<file path="config.mk">
export PLATFORM = sky130hd
export DESIGN_NAME = pkdet_capture_seq
export DESIGN_NICKNAME = d
export VERILOG_FILES = /design/src/rtl/pkdet_pkg.sv /design/src/rtl/pkdet_stamp_ctr.sv /design/src/rtl/pkdet_out_slot.sv /design/src/rtl/pkdet_ctrl_fsm.sv /design/src/rtl/pkdet_capture_seq.sv
export SDC_FILE = /design/constraint.sdc
export NUM_CORES = 1
export LEC_CHECK = 0
export BUFFER_PORTS_ARGS = -buffer_cell sky130_fd_sc_hd__buf_2
export CORE_UTILIZATION = 60
export DETAILED_ROUTE_END_ITERATION = 7
export PLACE_DENSITY = 0.91
export SYNTH_ARGS = -nofsm -noshare
export SYNTH_HDL_FRONTEND = slang
export SYNTH_SLANG_ARGS = --single-unit
</file>
<file path="constraint.sdc">
create_clock -name clk -period 3.3 [get_ports clk]
set_input_delay 0.165 -clock clk [delete_from_list [all_inputs] [get_ports clk]]
set_output_delay 0.165 -clock clk [all_outputs]
set_load 0.02 [all_outputs]
</file>
<file path="src/rtl/pkdet_pkg.sv">
package pkdet_pkg;
  typedef enum logic [2:0] {
    ST_IDLE,
    ST_ARMED,
    ST_CONVERT,
    ST_WAIT_TIM,
    ST_CLEAR
  } seq_state_t;
endpackage

</file>
<file path="src/rtl/pkdet_stamp_ctr.sv">
module pkdet_stamp_ctr #(
  parameter int TS_W = 32
) (
  input  logic            clk,
  input  logic            rst_n,
  output logic [TS_W-1:0] count
);
  always_ff @(posedge clk) begin
    if (!rst_n) count <= '0;
    else        count <= count + 1'b1;
  end
endmodule

</file>
<file path="src/rtl/pkdet_out_slot.sv">
module pkdet_out_slot #(
  parameter int ADC_W = 14,
  parameter int TS_W  = 32
) (
  input  logic             clk,
  input  logic             rst_n,
  input  logic             load,
  input  logic [ADC_W-1:0] amp_in,
  input  logic [TS_W-1:0]  stamp_in,
  input  logic             ready,
  output logic             valid,
  output logic [ADC_W-1:0] amp,
  output logic [TS_W-1:0]  stamp,
  output logic             free
);
  always_ff @(posedge clk) begin
    if (!rst_n) begin
      valid <= 1'b0;
      amp   <= '0;
      stamp <= '0;
    end else if (load) begin
      valid <= 1'b1;
      amp   <= amp_in;
      stamp <= stamp_in;
    end else if (valid && ready) begin
      valid <= 1'b0;
    end
  end

  assign free = !valid || ready;
endmodule

</file>
<file path="src/rtl/pkdet_ctrl_fsm.sv">
module pkdet_ctrl_fsm
  import pkdet_pkg::*;
#(
  parameter int CLR_W       = 8,
  parameter int TIMEOUT_CYC = 64,
  parameter int DROP_W      = 8
) (
  input  logic              clk,
  input  logic              rst_n,
  input  logic [CLR_W-1:0]  clr_cycles,
  input  logic              b_evt,
  input  logic              trail_edge,
  input  logic              tim_b,
  input  logic              adc_done,
  input  logic              slot_free,
  output seq_state_t        state,
  output logic              arm_take,
  output logic              load,
  output logic              adc_start,
  output logic              pd_enable,
  output logic              pd_reset,
  output logic              timeout_err,
  output logic              tim_seen,
  output logic [DROP_W-1:0] drop_cnt
);
  localparam int TO_W = $clog2(TIMEOUT_CYC + 1);
  localparam logic [TO_W-1:0]   TO_LAST  = TO_W'(TIMEOUT_CYC - 1);
  localparam logic [DROP_W-1:0] DROP_MAX = '1;

  logic [TO_W-1:0]  to_cnt;
  logic [CLR_W-1:0] clr_cnt;
  logic [CLR_W-1:0] clr_load;

  assign clr_load = (clr_cycles == '0) ? CLR_W'(1) : clr_cycles;

  always_ff @(posedge clk) begin
    if (!rst_n) begin
      state       <= ST_IDLE;
      to_cnt      <= '0;
      clr_cnt     <= '0;
      tim_seen    <= 1'b0;
      adc_start   <= 1'b0;
      timeout_err <= 1'b0;
      drop_cnt    <= '0;
    end else begin
      adc_start   <= 1'b0;
      timeout_err <= 1'b0;
      if (b_evt && state != ST_IDLE && drop_cnt != DROP_MAX)
        drop_cnt <= drop_cnt + 1'b1;
      unique case (state)
        ST_IDLE: begin
          tim_seen <= 1'b0;
          if (b_evt) begin
            state    <= ST_ARMED;
            to_cnt   <= '0;
            tim_seen <= tim_b;
          end
        end
        ST_ARMED: begin
          if (tim_b) tim_seen <= 1'b1;
          if (trail_edge) begin
            state     <= ST_CONVERT;
            adc_start <= 1'b1;
          end else if (to_cnt == TO_LAST) begin
            state       <= ST_CLEAR;
            timeout_err <= 1'b1;
            clr_cnt     <= clr_load;
          end else begin
            to_cnt <= to_cnt + 1'b1;
          end
        end
        ST_CONVERT: begin
          if (tim_b) tim_seen <= 1'b1;
          if (adc_done) state <= ST_WAIT_TIM;
        end
        ST_WAIT_TIM: begin
          if (tim_seen || tim_b) begin
            state   <= ST_CLEAR;
            clr_cnt <= clr_load;
          end
        end
        ST_CLEAR: begin
          tim_seen <= 1'b0;
          if (clr_cnt <= CLR_W'(1)) begin
            if (slot_free) state <= ST_IDLE;
          end else begin
            clr_cnt <= clr_cnt - 1'b1;
          end
        end
        default: state <= ST_IDLE;
      endcase
    end
  end

  assign arm_take  = (state == ST_IDLE) && b_evt;
  assign load      = (state == ST_CONVERT) && adc_done;
  assign pd_enable = (state == ST_ARMED) || (state == ST_CONVERT) || (state == ST_WAIT_TIM);
  assign pd_reset  = (state == ST_CLEAR);
endmodule

</file>
<file path="src/rtl/pkdet_capture_seq.sv">
module pkdet_capture_seq
  import pkdet_pkg::*;
#(
  parameter int ADC_W       = 14,
  parameter int TS_W        = 32,
  parameter int CLR_W       = 8,
  parameter int TIMEOUT_CYC = 64,
  parameter int DROP_W      = 8
) (
  input  logic              clk,
  input  logic              rst_n,
  input  logic [CLR_W-1:0]  clr_cycles,
  input  logic              cmp_evt,
  input  logic              cmp_chan,
  input  logic              trail_edge,
  input  logic              timing_done,
  input  logic              timing_chan,
  output logic              adc_start,
  input  logic [ADC_W-1:0]  adc_data,
  input  logic              adc_done,
  output logic              pd_enable,
  output logic              pd_reset,
  output logic              out_valid,
  input  logic              out_ready,
  output logic [ADC_W-1:0]  out_amp,
  output logic [TS_W-1:0]   out_stamp,
  output logic              timeout_err,
  output logic [DROP_W-1:0] drop_cnt
);
  seq_state_t      state;
  logic            b_evt, tim_b, arm_take, load, slot_free, tim_seen;
  logic [TS_W-1:0] now_cnt, evt_stamp;

  assign b_evt = cmp_evt && cmp_chan;
  assign tim_b = timing_done && timing_chan;

  pkdet_stamp_ctr #(.TS_W(TS_W)) stamp_i (
    .clk(clk), .rst_n(rst_n), .count(now_cnt)
  );

  always_ff @(posedge clk) begin
    if (!rst_n)        evt_stamp <= '0;
    else if (arm_take) evt_stamp <= now_cnt;
  end

  pkdet_ctrl_fsm #(
    .CLR_W(CLR_W), .TIMEOUT_CYC(TIMEOUT_CYC), .DROP_W(DROP_W)
  ) fsm_i (
    .clk(clk), .rst_n(rst_n), .clr_cycles(clr_cycles),
    .b_evt(b_evt), .trail_edge(trail_edge), .tim_b(tim_b),
    .adc_done(adc_done), .slot_free(slot_free),
    .state(state), .arm_take(arm_take), .load(load),
    .adc_start(adc_start), .pd_enable(pd_enable), .pd_reset(pd_reset),
    .timeout_err(timeout_err), .tim_seen(tim_seen), .drop_cnt(drop_cnt)
  );

  pkdet_out_slot #(.ADC_W(ADC_W), .TS_W(TS_W)) slot_i (
    .clk(clk), .rst_n(rst_n), .load(load),
    .amp_in(adc_data), .stamp_in(evt_stamp), .ready(out_ready),
    .valid(out_valid), .amp(out_amp), .stamp(out_stamp), .free(slot_free)
  );
endmodule

</file>
---- Word level (Yosys, flattened, before mapping) ----
Index checks and enable logic that the tools add are counted.
storage, ports and cells
  memories kept ........................... 0
  ROM bits ................................ 0
  output and inout bits ................... 59
  latch bits .............................. 0
  bits in registers ....................... 140
  logic and storage cells ................. 87
  bits in writable memories ............... 0
  input port bits ......................... 31
operators by class
  add/sub/neg operators ................... 4
  order comparisons ....................... 1
  eq/ne operators ......................... 17
  reduce and logical (&&, ||, !) cells .... 26
  shift operators ......................... 0
  bitwise logic cells ..................... 2
  multiplexer cells ....................... 25
  $mul .................................... 0
  div/mod/pow operators ................... 0
operators with widths
  kind                                                                     count
  8-bit 2-to-1 mux                                                         5
  32-bit by 1-bit adder with 32-bit output, second input constant          1
  8-bit one-hot mux with 3 select lines                                    1
  3-bit 2-to-1 mux                                                         7
  7-bit 2-to-1 mux                                                         3
  3-bit one-hot mux with 5 select lines                                    1
  7-bit one-hot mux with 2 select lines                                    1
  2-bit by 1-bit inequality test with 1-bit output, second input constant  6
  3-bit nonzero test                                                       3
  8-bit by 1-bit adder with 8-bit output, second input constant            1
  8-bit by 1-bit <= comparator with 1-bit output, second input constant    1
  8-bit zero test                                                          1
  2-bit inequality test, second input constant                             4
  8-bit inequality test, second input constant                             1
  8-bit by 1-bit subtractor with 8-bit output, second input constant       1
  7-bit by 1-bit adder with 7-bit output, second input constant            1
  7-bit by 6-bit == test with 1-bit output, second input constant          1
  1-bit logical AND                                                        7
  3-bit by 2-bit == test with 1-bit output, second input constant          2
  1-bit 2-to-1 mux                                                         6
  6-bit AND reduction                                                      1
  5-bit AND reduction                                                      1
  1-bit logical OR                                                         4
  2-bit AND reduction                                                      2
  other kinds (11)                                                         13

---- Logic depth before layout (Yosys ltp) ----
  word-level depth ........................ 5
  depth in mapped cells ................... 8
  mapped depth without buffers ............ 7

---- By module ----
Synthesis repeated with hierarchy kept, for this count alone.
unflattened totals
  cells, all modules ...................... 654
  area, all modules ....................... 6386.1 um^2
modules (own cells, without submodules)
  module             area each (um^2)  cells an instance  sequential area each (um^2)  times used
  pkdet_ctrl_fsm     1823.0            220                580.6                        1
  pkdet_out_slot     1805.5            152                940.9                        1
  pkdet_stamp_ctr    1501.4            177                640.6                        1
  pkdet_capture_seq  1256.2            105                640.6                        1

---- Worst setup path before layout ----
Ideal clock, no wire load.
  kind .................................... reg2reg
  from .................................... reg fsm_i.clr_cnt[0]
  to ...................................... reg fsm_i.clr_cnt[3]
  library setup time ...................... 0.122 ns
  buffers on the path ..................... 1
  period minus slack after synthesis ...... 1.783 ns
  cell stages (with the launch flop) ...... 9
  required time ........................... 3.178 ns
  slack ................................... 1.517 ns
  arrival time ............................ 1.661 ns
  path through ............................ dfxtp_1 > inv_1 > ha_1 > or2_2 > a31oi_2 > o211ai_2 > buf_4 > o211ai_1 > o21ai_1
on the way
  cells in the longest elaborated chain, start to end .. 3
  elaborated cells on any way between the ends .. 6
  those cells by class .................... add/sub: 1; order compare: 1; eq/ne: 1; mux: 2; reduce/logical: 1
ends and longest elaborated chain
  element                                                                                                               RTL line                                    RTL
  start: declaration                                                                                                    pkdet_ctrl_fsm.sv:31                        logic [CLR_W-1:0] clr_cnt;
  start signal: assignment                                                                                              pkdet_ctrl_fsm.sv:67                        clr_cnt <= clr_load;
  start signal: assignment                                                                                              pkdet_ctrl_fsm.sv:79                        clr_cnt <= clr_load;
  start signal: assignment                                                                                              pkdet_ctrl_fsm.sv:87                        clr_cnt <= clr_cnt - 1'b1;
  8-bit by 1-bit subtractor with 8-bit output / 8-bit by 1-bit <= comparator with 1-bit output (equally long branches)  pkdet_ctrl_fsm.sv:87, pkdet_ctrl_fsm.sv:84
  8-bit 2-to-1 mux / 2-bit inequality test (equally long branches)                                                      -
  8-bit one-hot mux with 3 select lines / 5-bit AND reduction (equally long branches)                                   -
Parallel ways exist; a longest one is shown, timed or not. The select of a mux whose other input is x is not followed.
A chain may end at the register's enable or synchronous reset.

---- Final worst setup path ----
  from .................................... reg fsm_i.state[2]
  to ...................................... reg fsm_i.clr_cnt[0]
on the way
  cells in the longest elaborated chain, start to end .. 3
  elaborated cells on any way between the ends .. 10
  those cells by class .................... eq/ne: 7; mux: 1; reduce/logical: 2
ends and longest elaborated chain
  element                                                                                          RTL line              RTL
  start: declaration                                                                               pkdet_ctrl_fsm.sv:16  output seq_state_t state,
  start signal: assignment                                                                         pkdet_ctrl_fsm.sv:38  state <= ST_IDLE;
  start signal: assignment                                                                         pkdet_ctrl_fsm.sv:54  state <= ST_ARMED;
  start signal: assignment                                                                         pkdet_ctrl_fsm.sv:62  state <= ST_CONVERT;
  3-bit by 1-bit == test with 1-bit output, or another cell as far along                           pkdet_ctrl_fsm.sv:50  unique case (state)
  2-bit by 1-bit inequality test with 1-bit output (no source line), or another cell as far along  -
  5-bit AND reduction (no source line)                                                             -
Parallel ways exist; a longest one is shown, timed or not.

==> flow_summary.yaml <==
outcome:
  status: "finished, final reports clean"
power_and_ir_drop:
  power.share.switching: 0.2937
  internal_power_mw: 3.114
  power_frac_comb: 0.172
  clkPwrFrac: 0.405
  seqPwrFrac: 0.423
  p_leak_nw: 2.823
  p_switching_mw: 1.295
  ir_drop_uv: 541.4
  p_per_area_mw_per_mm2: 610.8
worst_hold_path:
  min_to: "fsm_i.clr_cnt[1]"
  whs_path_depth: 4
  hold_class: "in2reg"
  min_from: "clr_cycles[1]"
drt:
  wl_um: 12750
  firstDrtPassIters: 4
  drt_iter0_drc: 243
  route.detailed.drc: 0
  ant_nets: 0
  wl_per_cell_um: 13.63
  avgViaCountPerCell: 5.413
  num_vias: 5061
timing:
  layout_setup_ws_ns: 0.9299
  rsz0062_at_grt: "false"
  hold_viol_final: 0
  finClkSkew_ns: 0.01061
  fin_tns_setup_ns: 0
  max_freq_ghz: 0.4219
  period_share: 0.7182
  relSlewSlack: 0.2724
  fin_crit_ns: 2.370
  drv_slew: 0
  hold-worst-slack_ns: 0.02064
  worst_pin_slew_ns: 1.091
  setup_violations: 0
die:
  dieArea_mm2: 0.01041
  die_y_um: 102.0
  num_rows: 36
  ios: 90
  core-area_mm2: 0.009729
  start_util: 0.6172
  die_w_um: 102.0
critical_path:
  reg2reg_from: "fsm_i.state[2]"
  cp_top_family: "compound AO/OA/AOI/OAI gates"
  worst_r2r_path_depth: 5
  reg2reg_slack_ns: 0.93
  critPathRequiredTime_ns: 3.74
  slowest_delay_ns: 0.63
  crit_type: "reg2reg"
  critPathCaptureType: "flip-flop"
  cpMaxStageDelayCell: "or3b_1"
  critPathLaunchType: "flip-flop"
  critPathMaxFanout: 17
  worstPathBufferInverterCount: 0
  cp.arrival_ns: 2.81
  r2r_end: "fsm_i.clr_cnt[0]"
  cp_cell_sequence: "or3b_1 > a31oi_2 > o211ai_2 > a211o_1 > a21boi_1"
yosys:
  async_reset_ff_frac: 0
  synth_ff_type: "dfxtp_1"
  synth.distinct_cells: 54
  synth-edff-count: 0
  ys_seq_area_frac: 0.4668
  yosysWarnings: 0
  ys_ff_latch: 140
  syn_area_mm2: 0.006005
  syn_nets: 738
  syn_area_per_cell_um2: 8.553
  synthCells: 702
cells_and_area:
  drive_gt1_frac: 0.1696
  layout_commonest_cell: "nand2_1"
  final_cell_mix: "192 x nand2_1, 140 x dfxtp_1, 88 x buf_2, 73 x a21boi_0, 34 x and2_1"
  fin_nets: 826
  area_growth_pct: 20.21
  antenna_cells: 0
grt:
  overflow: 0
  track_usage: 0.2583
  antenna_found_initial: 0
  grt_pass1_vias: 4671
  grt_max_degree: 144
  grt_pass1_wl_um: 21080
cts:
  cts_tree: "built"
  post_cts_resized: 0
  insertion_delay_ns: 0.52
  h-tree-depth: 4
  root_buffer: "clkbuf_8"
  clk_pin_slew_ns: 0.06
  clock_sinks: 140
  cts_made_buffers: 17
  clockBufferDepth: 2
run:
  cap_violations: 0
placement:
  hpwlAfterDp_um: 7664
  port_buffers: 89
  gp_congestion: 0.9084
  pre_cts_ws_ns: 0.9516
-- worst max-delay path by stage --
stage                      from                to  slack (ns)  cells past startpoint
6_report         fsm_i.state[2]  fsm_i.clr_cnt[0]        0.93                      5
5_1_grt          fsm_i.state[2]  fsm_i.clr_cnt[0]        0.77                      5
4_1_cts          fsm_i.state[2]  fsm_i.clr_cnt[0]        0.94                      5
3_5_place_dp     fsm_i.state[2]  fsm_i.clr_cnt[0]        0.95                      5
3_3_place_gp     fsm_i.state[2]  fsm_i.clr_cnt[0]        1.06                      5
2_1_floorplan  fsm_i.clr_cnt[0]  fsm_i.clr_cnt[3]        1.52                      8
-- Yosys cell counts, types with 3 or more instances --
cell type / instances / area share
xnor2_1: 16 / 0.023
nand2b_1: 4 / 0.0042
dfxtp_1: 140 / 0.47
clkbuf_1: 23 / 0.014
inv_1: 10 / 0.0063
a21boi_0: 73 / 0.091
o21ai_0: 12 / 0.010
o21ai_1: 5 / 0.0042
and3_1: 4 / 0.0042
a21boi_1: 17 / 0.021
or3_1: 8 / 0.0083
mux2i_1: 3 / 0.0050
nand3_1: 17 / 0.014
nor3_1: 21 / 0.018
ha_1: 5 / 0.010
nor2b_1: 5 / 0.0052
o211ai_1: 5 / 0.0063
a211oi_2: 3 / 0.0063
and2_1: 34 / 0.035
a21oi_1: 4 / 0.0033
xor2_1: 17 / 0.025
nand2_1: 192 / 0.12
buf_2: 19 / 0.016
and4_1: 5 / 0.0073
nor4_1: 5 / 0.0052
nand4_1: 8 / 0.0083
nor2_1: 14 / 0.0088
-- per-stage QoR --
step                      utilization  instance area [um2]  std cells  power, mW
after global routing           0.7419                 7218        935      4.594
final                          0.7419                 7218        935      4.409
after global placement         0.6651                 6471        885      2.598
after detailed placement       0.6651                 6471        885      2.631
after CTS                      0.7419                 7218        935      4.423
after floorplan                     -                 6005        702      2.457
-- routing by layer --
metal  vias to the layer above  GRT usage  routed length (um)
met5                         -          0                   0
met4                         0     0.1022                 240
met3                        24    0.06566                 459
met2                       125     0.4476                6586
met1                      2373     0.3062                5459
li1                       2539          -                   -
-- layout make-up --
type | count | area, um2
clock buffer | 20 | 435.4
fill | 690 | 2511
clock inverter | 11 | 121.4
inverter | 11 | 41.29
tap | 133 | 166.4
timing repair buffer | 112 | 668.1
sequential | 140 | 2803
multi-input combinational | 508 | 2983
-- power groups by stage --
| stage | logic, mW | registers [mW] | clock network, mW |
|---|---|---|---|
| floorplan | 0.575 | 1.88 | 0 |
| global placement | 0.709 | 1.89 | 0 |
| detailed placement | 0.736 | 1.90 | 0 |
| CTS | 0.756 | 1.86 | 1.81 |
| global route | 0.837 | 1.88 | 1.88 |
| finish | 0.759 | 1.86 | 1.78 |
-- state kept, by name, summed over array words and instances, names as in the netlist --
signal and flops:
evt_stamp 32, slot_i.stamp 32, stamp_i.count 32, slot_i.amp 14, fsm_i.clr_cnt 8, fsm_i.drop_cnt 8, fsm_i.to_cnt 7, fsm_i.state 3
fsm_i.adc_start 1, fsm_i.tim_seen 1, fsm_i.timeout_err 1, slot_i.valid 1
-- worst register-to-register path: cells and delay by family, from the launching register on --
kind	cells	cell delay, ns
AO/OA/AOI/OAI	4	1.06
AND/OR/NAND/NOR	1	0.63
flip-flops	1	0.60
-- repair_timing --
| action | 4_1_cts | 5_1_grt |
|---|---|---|
| hold buffers | 19 | 0 |
| hold endpoints to repair | 19 | 0 |
| setup buffers | 0 | 0 |
-- cell families after synthesis --
family,share of synthesized area
buffers and inverters,0.03834
multiplexers,0.005001
flip-flops,0.4668
AND/OR/NAND/NOR,0.2526
adder cells (fa/ha/maj),0.01042
XOR/XNOR,0.04813
AO/OA/AOI/OAI,0.1788
(Power assumes the default switching activity.)
